**src/rtl/lcd_scan_pkg.sv**
```systemverilog
package lcd_scan_pkg;

  typedef enum logic [1:0] {
    MODE_BLANK   = 2'b00,
    MODE_ALL_ON  = 2'b01,
    MODE_NORMAL  = 2'b10,
    MODE_INVERSE = 2'b11
  } disp_mode_e;

endpackage

```
**src/rtl/lcd_rst_sync.sv**
```systemverilog
module lcd_rst_sync #(
  parameter int unsigned STAGES = 2
) (
  input  logic clk_i,
  input  logic rst_ni,
  output logic run_o
);

  logic [STAGES-1:0] sync_q;

  always_ff @(posedge clk_i or negedge rst_ni) begin
    if (!rst_ni) sync_q <= '0;
    else         sync_q <= {sync_q[STAGES-2:0], 1'b1};
  end

  assign run_o = sync_q[STAGES-1];

endmodule

```
**src/rtl/lcd_slot_timer.sv**
```systemverilog
module lcd_slot_timer #(
  parameter  int unsigned ROWS       = 40,
  parameter  int unsigned FRAME_CLKS = 3072,
  localparam int unsigned ROW_W      = $clog2(ROWS)
) (
  input  logic             clk_i,
  input  logic             rst_ni,
  input  logic             clr_i,
  input  logic             en_i,
  output logic [ROW_W-1:0] row_o,
  output logic             slot_end_o,
  output logic             pol_o
);

  localparam int unsigned BASE  = FRAME_CLKS / ROWS;
  localparam int unsigned REM   = FRAME_CLKS % ROWS;
  localparam int unsigned CNT_W = $clog2(BASE + 1);
  localparam int unsigned ACC_W = $clog2(ROWS) + 1;

  localparam logic [ACC_W-1:0] REM_V    = ACC_W'(REM);
  localparam logic [ACC_W-1:0] ROWS_V   = ACC_W'(ROWS);
  localparam logic [ROW_W-1:0] ROW_LAST = ROW_W'(ROWS - 1);

  logic [CNT_W-1:0] cnt_q, last_cnt;
  logic [ACC_W-1:0] acc_q, acc_sum;
  logic [ROW_W-1:0] row_q;
  logic             pol_q, long_slot, at_last;

  // long slot whenever the fractional remainder overflows one row
  always_comb begin
    acc_sum   = acc_q + REM_V;
    long_slot = (acc_sum >= ROWS_V);
    last_cnt  = long_slot ? CNT_W'(BASE) : CNT_W'(BASE - 1);
    at_last   = (cnt_q == last_cnt);
  end

  always_ff @(posedge clk_i or negedge rst_ni) begin
    if (!rst_ni) begin
      cnt_q <= '0;
      acc_q <= '0;
      row_q <= '0;
      pol_q <= 1'b0;
    end else if (clr_i) begin
      cnt_q <= '0;
      acc_q <= '0;
      row_q <= '0;
      pol_q <= 1'b0;
    end else if (en_i) begin
      if (at_last) begin
        cnt_q <= '0;
        acc_q <= long_slot ? (acc_sum - ROWS_V) : acc_sum;
        if (row_q == ROW_LAST) begin
          row_q <= '0;
          pol_q <= ~pol_q;
        end else begin
          row_q <= row_q + 1'b1;
        end
      end else begin
        cnt_q <= cnt_q + 1'b1;
      end
    end
  end

  assign row_o      = row_q;
  assign pol_o      = pol_q;
  assign slot_end_o = en_i && at_last;

endmodule

```
**src/rtl/lcd_row_fetch.sv**
```systemverilog
module lcd_row_fetch
  import lcd_scan_pkg::*;
#(
  parameter  int unsigned ROWS    = 40,
  parameter  int unsigned COLS    = 101,
  parameter  int unsigned BANK_W  = 8,
  localparam int unsigned ROW_W   = $clog2(ROWS),
  localparam int unsigned BANKS   = (ROWS + BANK_W - 1) / BANK_W,
  localparam int unsigned BANK_IW = (BANKS > 1) ? $clog2(BANKS) : 1
) (
  input  logic                     clk_i,
  input  logic                     rst_ni,
  input  logic                     load_i,
  input  logic [ROW_W-1:0]         fetch_row_i,
  input  disp_mode_e               mode_i,
  output logic [BANK_IW-1:0]       rd_bank_o,
  input  logic [COLS*BANK_W-1:0]   rd_data_i,
  output logic [COLS-1:0]          col_o
);

  localparam int unsigned BIT_W = (BANK_W > 1) ? $clog2(BANK_W) : 1;

  logic [BIT_W-1:0] bit_sel;
  logic [COLS-1:0]  raw_bits, shaped, col_q;

  assign rd_bank_o = BANK_IW'(fetch_row_i / ROW_W'(BANK_W));
  assign bit_sel   = BIT_W'(fetch_row_i % ROW_W'(BANK_W));

  for (genvar c = 0; c < COLS; c++) begin : g_col
    logic [BANK_W-1:0] byte_w;
    assign byte_w      = rd_data_i[c*BANK_W +: BANK_W];
    assign raw_bits[c] = byte_w[bit_sel];
  end

  always_comb begin
    unique case (mode_i)
      MODE_BLANK:   shaped = '0;
      MODE_ALL_ON:  shaped = '1;
      MODE_NORMAL:  shaped = raw_bits;
      default:      shaped = ~raw_bits;
    endcase
  end

  always_ff @(posedge clk_i or negedge rst_ni) begin
    if (!rst_ni)     col_q <= '0;
    else if (load_i) col_q <= shaped;
  end

  assign col_o = col_q;

endmodule

```
**src/rtl/lcd_scan_ctrl.sv**
```systemverilog
module lcd_scan_ctrl
  import lcd_scan_pkg::*;
#(
  parameter  int unsigned ROWS       = 40,
  parameter  int unsigned COLS       = 101,
  parameter  int unsigned BANK_W     = 8,
  parameter  int unsigned FRAME_CLKS = 3072,
  localparam int unsigned BANKS      = (ROWS + BANK_W - 1) / BANK_W,
  localparam int unsigned BANK_IW    = (BANKS > 1) ? $clog2(BANKS) : 1
) (
  input  logic                   clk_i,
  input  logic                   rst_ni,
  input  logic                   pd_i,
  input  logic [1:0]             disp_mode_i,
  output logic [BANK_IW-1:0]     rd_bank_o,
  input  logic [COLS*BANK_W-1:0] rd_data_i,
  output logic [ROWS-1:0]        row_sel_o,
  output logic [COLS-1:0]        col_o,
  output logic                   pol_o
);

  localparam int unsigned ROW_W = $clog2(ROWS);
  localparam logic [ROW_W-1:0] ROW_LAST = ROW_W'(ROWS - 1);

  logic             run, slot_end, pol, load, show;
  logic [ROW_W-1:0] row, fetch_row;
  logic [ROWS-1:0]  row_dec;
  logic [COLS-1:0]  col_q;

  lcd_rst_sync #(.STAGES(2)) u_rst_sync (
    .clk_i  (clk_i),
    .rst_ni (rst_ni),
    .run_o  (run)
  );

  lcd_slot_timer #(.ROWS(ROWS), .FRAME_CLKS(FRAME_CLKS)) u_timer (
    .clk_i      (clk_i),
    .rst_ni     (rst_ni),
    .clr_i      (!run),
    .en_i       (run && !pd_i),
    .row_o      (row),
    .slot_end_o (slot_end),
    .pol_o      (pol)
  );

  // while held, keep row 0 primed so it is valid on the first run cycle
  always_comb begin
    if (!run || row == ROW_LAST) fetch_row = '0;
    else                         fetch_row = row + 1'b1;
  end

  assign load = !run || slot_end;

  lcd_row_fetch #(.ROWS(ROWS), .COLS(COLS), .BANK_W(BANK_W)) u_fetch (
    .clk_i       (clk_i),
    .rst_ni      (rst_ni),
    .load_i      (load),
    .fetch_row_i (fetch_row),
    .mode_i      (disp_mode_e'(disp_mode_i)),
    .rd_bank_o   (rd_bank_o),
    .rd_data_i   (rd_data_i),
    .col_o       (col_q)
  );

  for (genvar r = 0; r < ROWS; r++) begin : g_row
    assign row_dec[r] = (row == ROW_W'(r));
  end

  assign show      = run && !pd_i;
  assign row_sel_o = show ? row_dec : '0;
  assign col_o     = show ? col_q : '0;
  assign pol_o     = show && pol;

endmodule

```
**config.mk**
```make
export PLATFORM = sky130hd
export DESIGN_NAME = lcd_scan_ctrl
export DESIGN_NICKNAME = d
export VERILOG_FILES = /design/src/rtl/lcd_scan_pkg.sv /design/src/rtl/lcd_rst_sync.sv /design/src/rtl/lcd_slot_timer.sv /design/src/rtl/lcd_row_fetch.sv /design/src/rtl/lcd_scan_ctrl.sv
export SDC_FILE = /design/constraint.sdc
export NUM_CORES = 1
export LEC_CHECK = 0
export BUFFER_PORTS_ARGS = -buffer_cell sky130_fd_sc_hd__buf_2
export CAP_MARGIN = 10
export CELL_PAD_IN_SITES_DETAIL_PLACEMENT = 0
export CELL_PAD_IN_SITES_GLOBAL_PLACEMENT = 2
export CORE_AREA = 2 2 374 376
export DETAILED_ROUTE_END_ITERATION = 16
export DIE_AREA = 0 0 376 378
export PLACE_DENSITY_LB_ADDON = 0.1
export RECOVER_POWER = 50
export SLEW_MARGIN = 15
export SYNTH_ARGS = -nofsm -noshare
export SYNTH_HDL_FRONTEND = slang
export SYNTH_SLANG_ARGS = --single-unit
```
**constraint.sdc**
```tcl
create_clock -name clk_i -period 4.8 [get_ports clk_i]
set_input_delay 0.24 -clock clk_i [delete_from_list [all_inputs] [get_ports clk_i]]
set_output_delay 0.24 -clock clk_i [all_outputs]
set_load 0.01 [all_outputs]
```
==> metrics.md <==
| Metric | Value |
|---|---|
| Outcome | complete, but fails checks |
| Failing checks | max-capacitance violations, max-slew violations |
| Part of the cycle the worst path needs | 87.31% |
| Initial core utilization | a little under an eighth |
| Syn nets | just under 3000 |
| Tot GR Track Use | between 10% and 20% |
| Final Max Slew Viols | between 200 and 250 |
| #FFs+latches synth | approximately 120 |
| Tmin final | roughly 4.2 ns |
| Post-DRT Antenna Nets | 0 |
| WP data arrival | 4.57 ns |
| Reg2reg start | u_timer.row_o[0] |
| Antenna violations before repair | a little over 90 |
| Largest net degree at the start of global routing | between 100 and 150 |
| Worst path max stage delay | 0.90 ns |
| Die X | around 380 um |
| Startpoint Class | register |
| Htree depth | 4 |
| Clock power share | a little over a quarter |
| RSZ-0062 raised after global routing | false |
| CP cell instances | ha_1 -> nand3b_1 -> clkbuf_4 -> o211ai_1 -> a31oi_1 -> a221oi_2 -> xor2_1 -> o21ai_1 |
| Row cnt | between 100 and 150 |
| Wire length per cell | between 20 and 30 um |
| Crit path required time | slightly above 5 ns |
| Worst Max-Slew Pin Slew | 2.196 ns |
| Most common library cells after synthesis | nand2_1, clkbuf_1, dfrtp_1, and2_1, a221oi_1 |
| Dpl hpwl | approximately 94000 um |
| Dpl ws | 1.189 ns |
| CP delay by family, top | compound AO/OA/AOI/OAI gates |
| Crit path max-delay cell type | clkbuf_4 |
| TNS Setup | 0 ns |
| Pwr Density | around 240 nW/um2 |
| Crit path from | u_timer.row_o[0] |
| Area Overhead vs Synth | 43.78% |
| Fmax | roughly 240 MHz |
| Post-synth EDFFs | 0 |
| TritonCTS Buffers | 17 |
| # setup viols final | 0 |
| CTS root buffer | clkbuf_16 |
| Worst-case clock buffer depth | 2 |
| Fillcell total | between 15000 and 20000 |
| Setup crit end kind | register |
| Synth top area cells | dfrtp_1, a221oi_2, mux2i_1 |
| Nets | ~3600 |
| Clk_lat worst skew | ~0.5 ns |
| Sw Share | ~43% |
| Post-synthesis async set-or-reset flop share | 100.0% |
| I/O pin total | between 900 and 1000 |
| VDD IR max | approximately 300 uV |
| Seq/Total Area, Yosys | 18.27% |
| Switching power | 2.412 mW |
| Sink Count | 121 |
| Vias in the first global route | 20970 |
| Setup Crit Path Kind | reg2reg |
| Overflow after GRT | 0 |
| First-pass GRT wire length | about 170000 um |
| Internal | roughly 3.2 mW |
| 1st-iter DRT viols | between 1000 and 1500 |
| Origin of the worst min-delay path | rd_data_i[321] |
| Mapped Area | approximately 17000 um2 |
| Vias per inst | roughly 4.4 |
| Comb pwr share | slightly below 50% |
| Worst Skew | between 0.015 and 0.02 ns |
| Ys flop type | dfrtp_1 |
| Max-Cap Viols | 3 |
| Die area | about 140000 um2 |
| Hold buffer count at CTS | 1 |
| Via count | just over 20000 |
| Number of library cell types mapped by synthesis | 56 |
| Routed WL | 126100 um |
| RePlAce Congestion | around 0.8 |
| Core Footprint | about 140000 um2 |
| Most common cell in the synthesized netlist | nand2_1 |
| Syn Area/Cell | 8.038 um2 |
| Worst-path clk slew | approximately 0.080 ns |
| Final worst slack | between 0.6 and 0.7 ns |
| Yosys warns | 0 |
| PostCTS Resize Cnt | 0 |
| Pleak | roughly 9.7 nW |
| Post-CTS Setup Inserts | 0 |
| Worst relative slew slack | -46.40% |
| CTS tree | done |
| Synth area leader | dfrtp_1 |
| Worst-path fanout max | ~100 |
| DRC | 0 |
| Synth top area share | approximately 18% |
| Seq pwr share | 24.4% |
| Final number of hold-violating endpoints | 0 |
| Hold crit path type | in2reg |
| Bufs and invs on worst path | 1 |
| Post-Syn Instances | about 2100 |
| Share of layout cells above drive strength 1 | about 40% |
| Port Buffers | 957 |
| DRT Pass-1 Iters | 7 |
| DIE HEIGHT | ~380 um |
## cell type report
type	count	area (um2)	share of cell area [%]
multi-input cells	1673	12460	52.29
repair buffers	1008	5349	22.45
flip-flops and latches	121	3039	12.75
well taps	1807	2261	9.488
clock buffers	22	464.2	1.948
clock inverters	10	142.6	0.5986
diodes	33	82.58	0.3465
inverters	8	30.03	0.1260
## worst register-to-register path, cell delays in order (launching register included)
cell and delay [ns]:
dfrtp_4 0.58, ha_1 0.58, nand3b_1 0.24, clkbuf_4 0.90, o211ai_1 0.88, a31oi_1 0.35
a221oi_2 0.29, xor2_1 0.17, o21ai_1 0.07
## cells by family (layout without fill, tap and decap cells)
kind of cell,after synthesis,count (layout),share of synthesized area [%]
adder cells (fa/ha/maj),7,7,0.5284
buffers and inverters,268,1048,7.043
other,1,34,0.02262
AO/OA/AOI/OAI,632,632,30.97
multiplexers,203,203,13.32
XOR/XNOR,108,108,5.752
flip-flops,121,121,18.27
AND/OR/NAND/NOR,722,722,24.10
## sequential cells by signal, indices dropped and copies added (netlist names)
| name | flops |
|---|---|
| u_rst_sync.sync_q | 2 |
| u_timer.cnt_q | 7 |
| u_fetch.col_o | 101 |
| u_timer.pol_o | 1 |
| u_timer.row_o | 6 |
| u_timer.acc_q | 4 |
## placed cells by master, fill, tap and decap left out, types with 99 or more instances in the layout
cell	synthesis	final
a221oi_1	108	108
dfrtp_1	121	118
nand2_1	227	227
o21ai_1	107	104
buf_2	72	908
mux2i_1	99	99
a22oi_1	99	99
xor2_1	103	103
o211ai_1	100	100
nand3_1	106	106
and2_1	119	112
## stage by stage
step                      power (mW)  hold WS, ns  area, um2  cells  utilization [%]
after CTS                      5.778       0.1537      23850   4649            17.22
after floorplan                3.006     -0.05559      16570   2062                -
final                          5.612       0.2007      23830   4682            17.21
after detailed placement       4.217       0.3215      23230   4616            16.77
after global placement         4.203       0.3203      23230   4616            16.77
after global routing           6.023       0.2058      23800   4670            17.18
## power by group through the flow
stage	Sequential, mW	Clock (mW)	Combinational, mW
after CTS	1.38	1.57	2.83
final	1.37	1.49	2.75
after global routing	1.41	1.59	3.03
after detailed placement	1.40	0	2.82
after global placement	1.39	0	2.81
after floorplan	1.32	0	1.69
## layer usage
layer | vias to the layer above | global-route usage (%) | share of wire (%)
met1 | 10100 | 19.53 | 39
met2 | 890 | 30.05 | 51
met5 | - | 0 | 0.42
met4 | 82 | 5.321 | 2.4
li1 | 9443 | - | -
met3 | 193 | 4.678 | 6.8
## final timing paths
path / to / slack, ns / cells past startpoint
worst min-delay path: u_fetch.col_o[40] / 0.20 / 5
worst min register to register: u_rst_sync.sync_q[1] / 0.36 / 0
worst max register to register: u_fetch.col_o[42] / 0.61 / 8
worst max-delay path: u_fetch.col_o[42] / 0.61 / 8
min in group asynchronous: u_fetch.col_o[28] / 0.27 / 2
max in group asynchronous: u_timer.row_o[3] / 1.48 / 3
No activity file was read; power rests on OpenSTA's default activity.
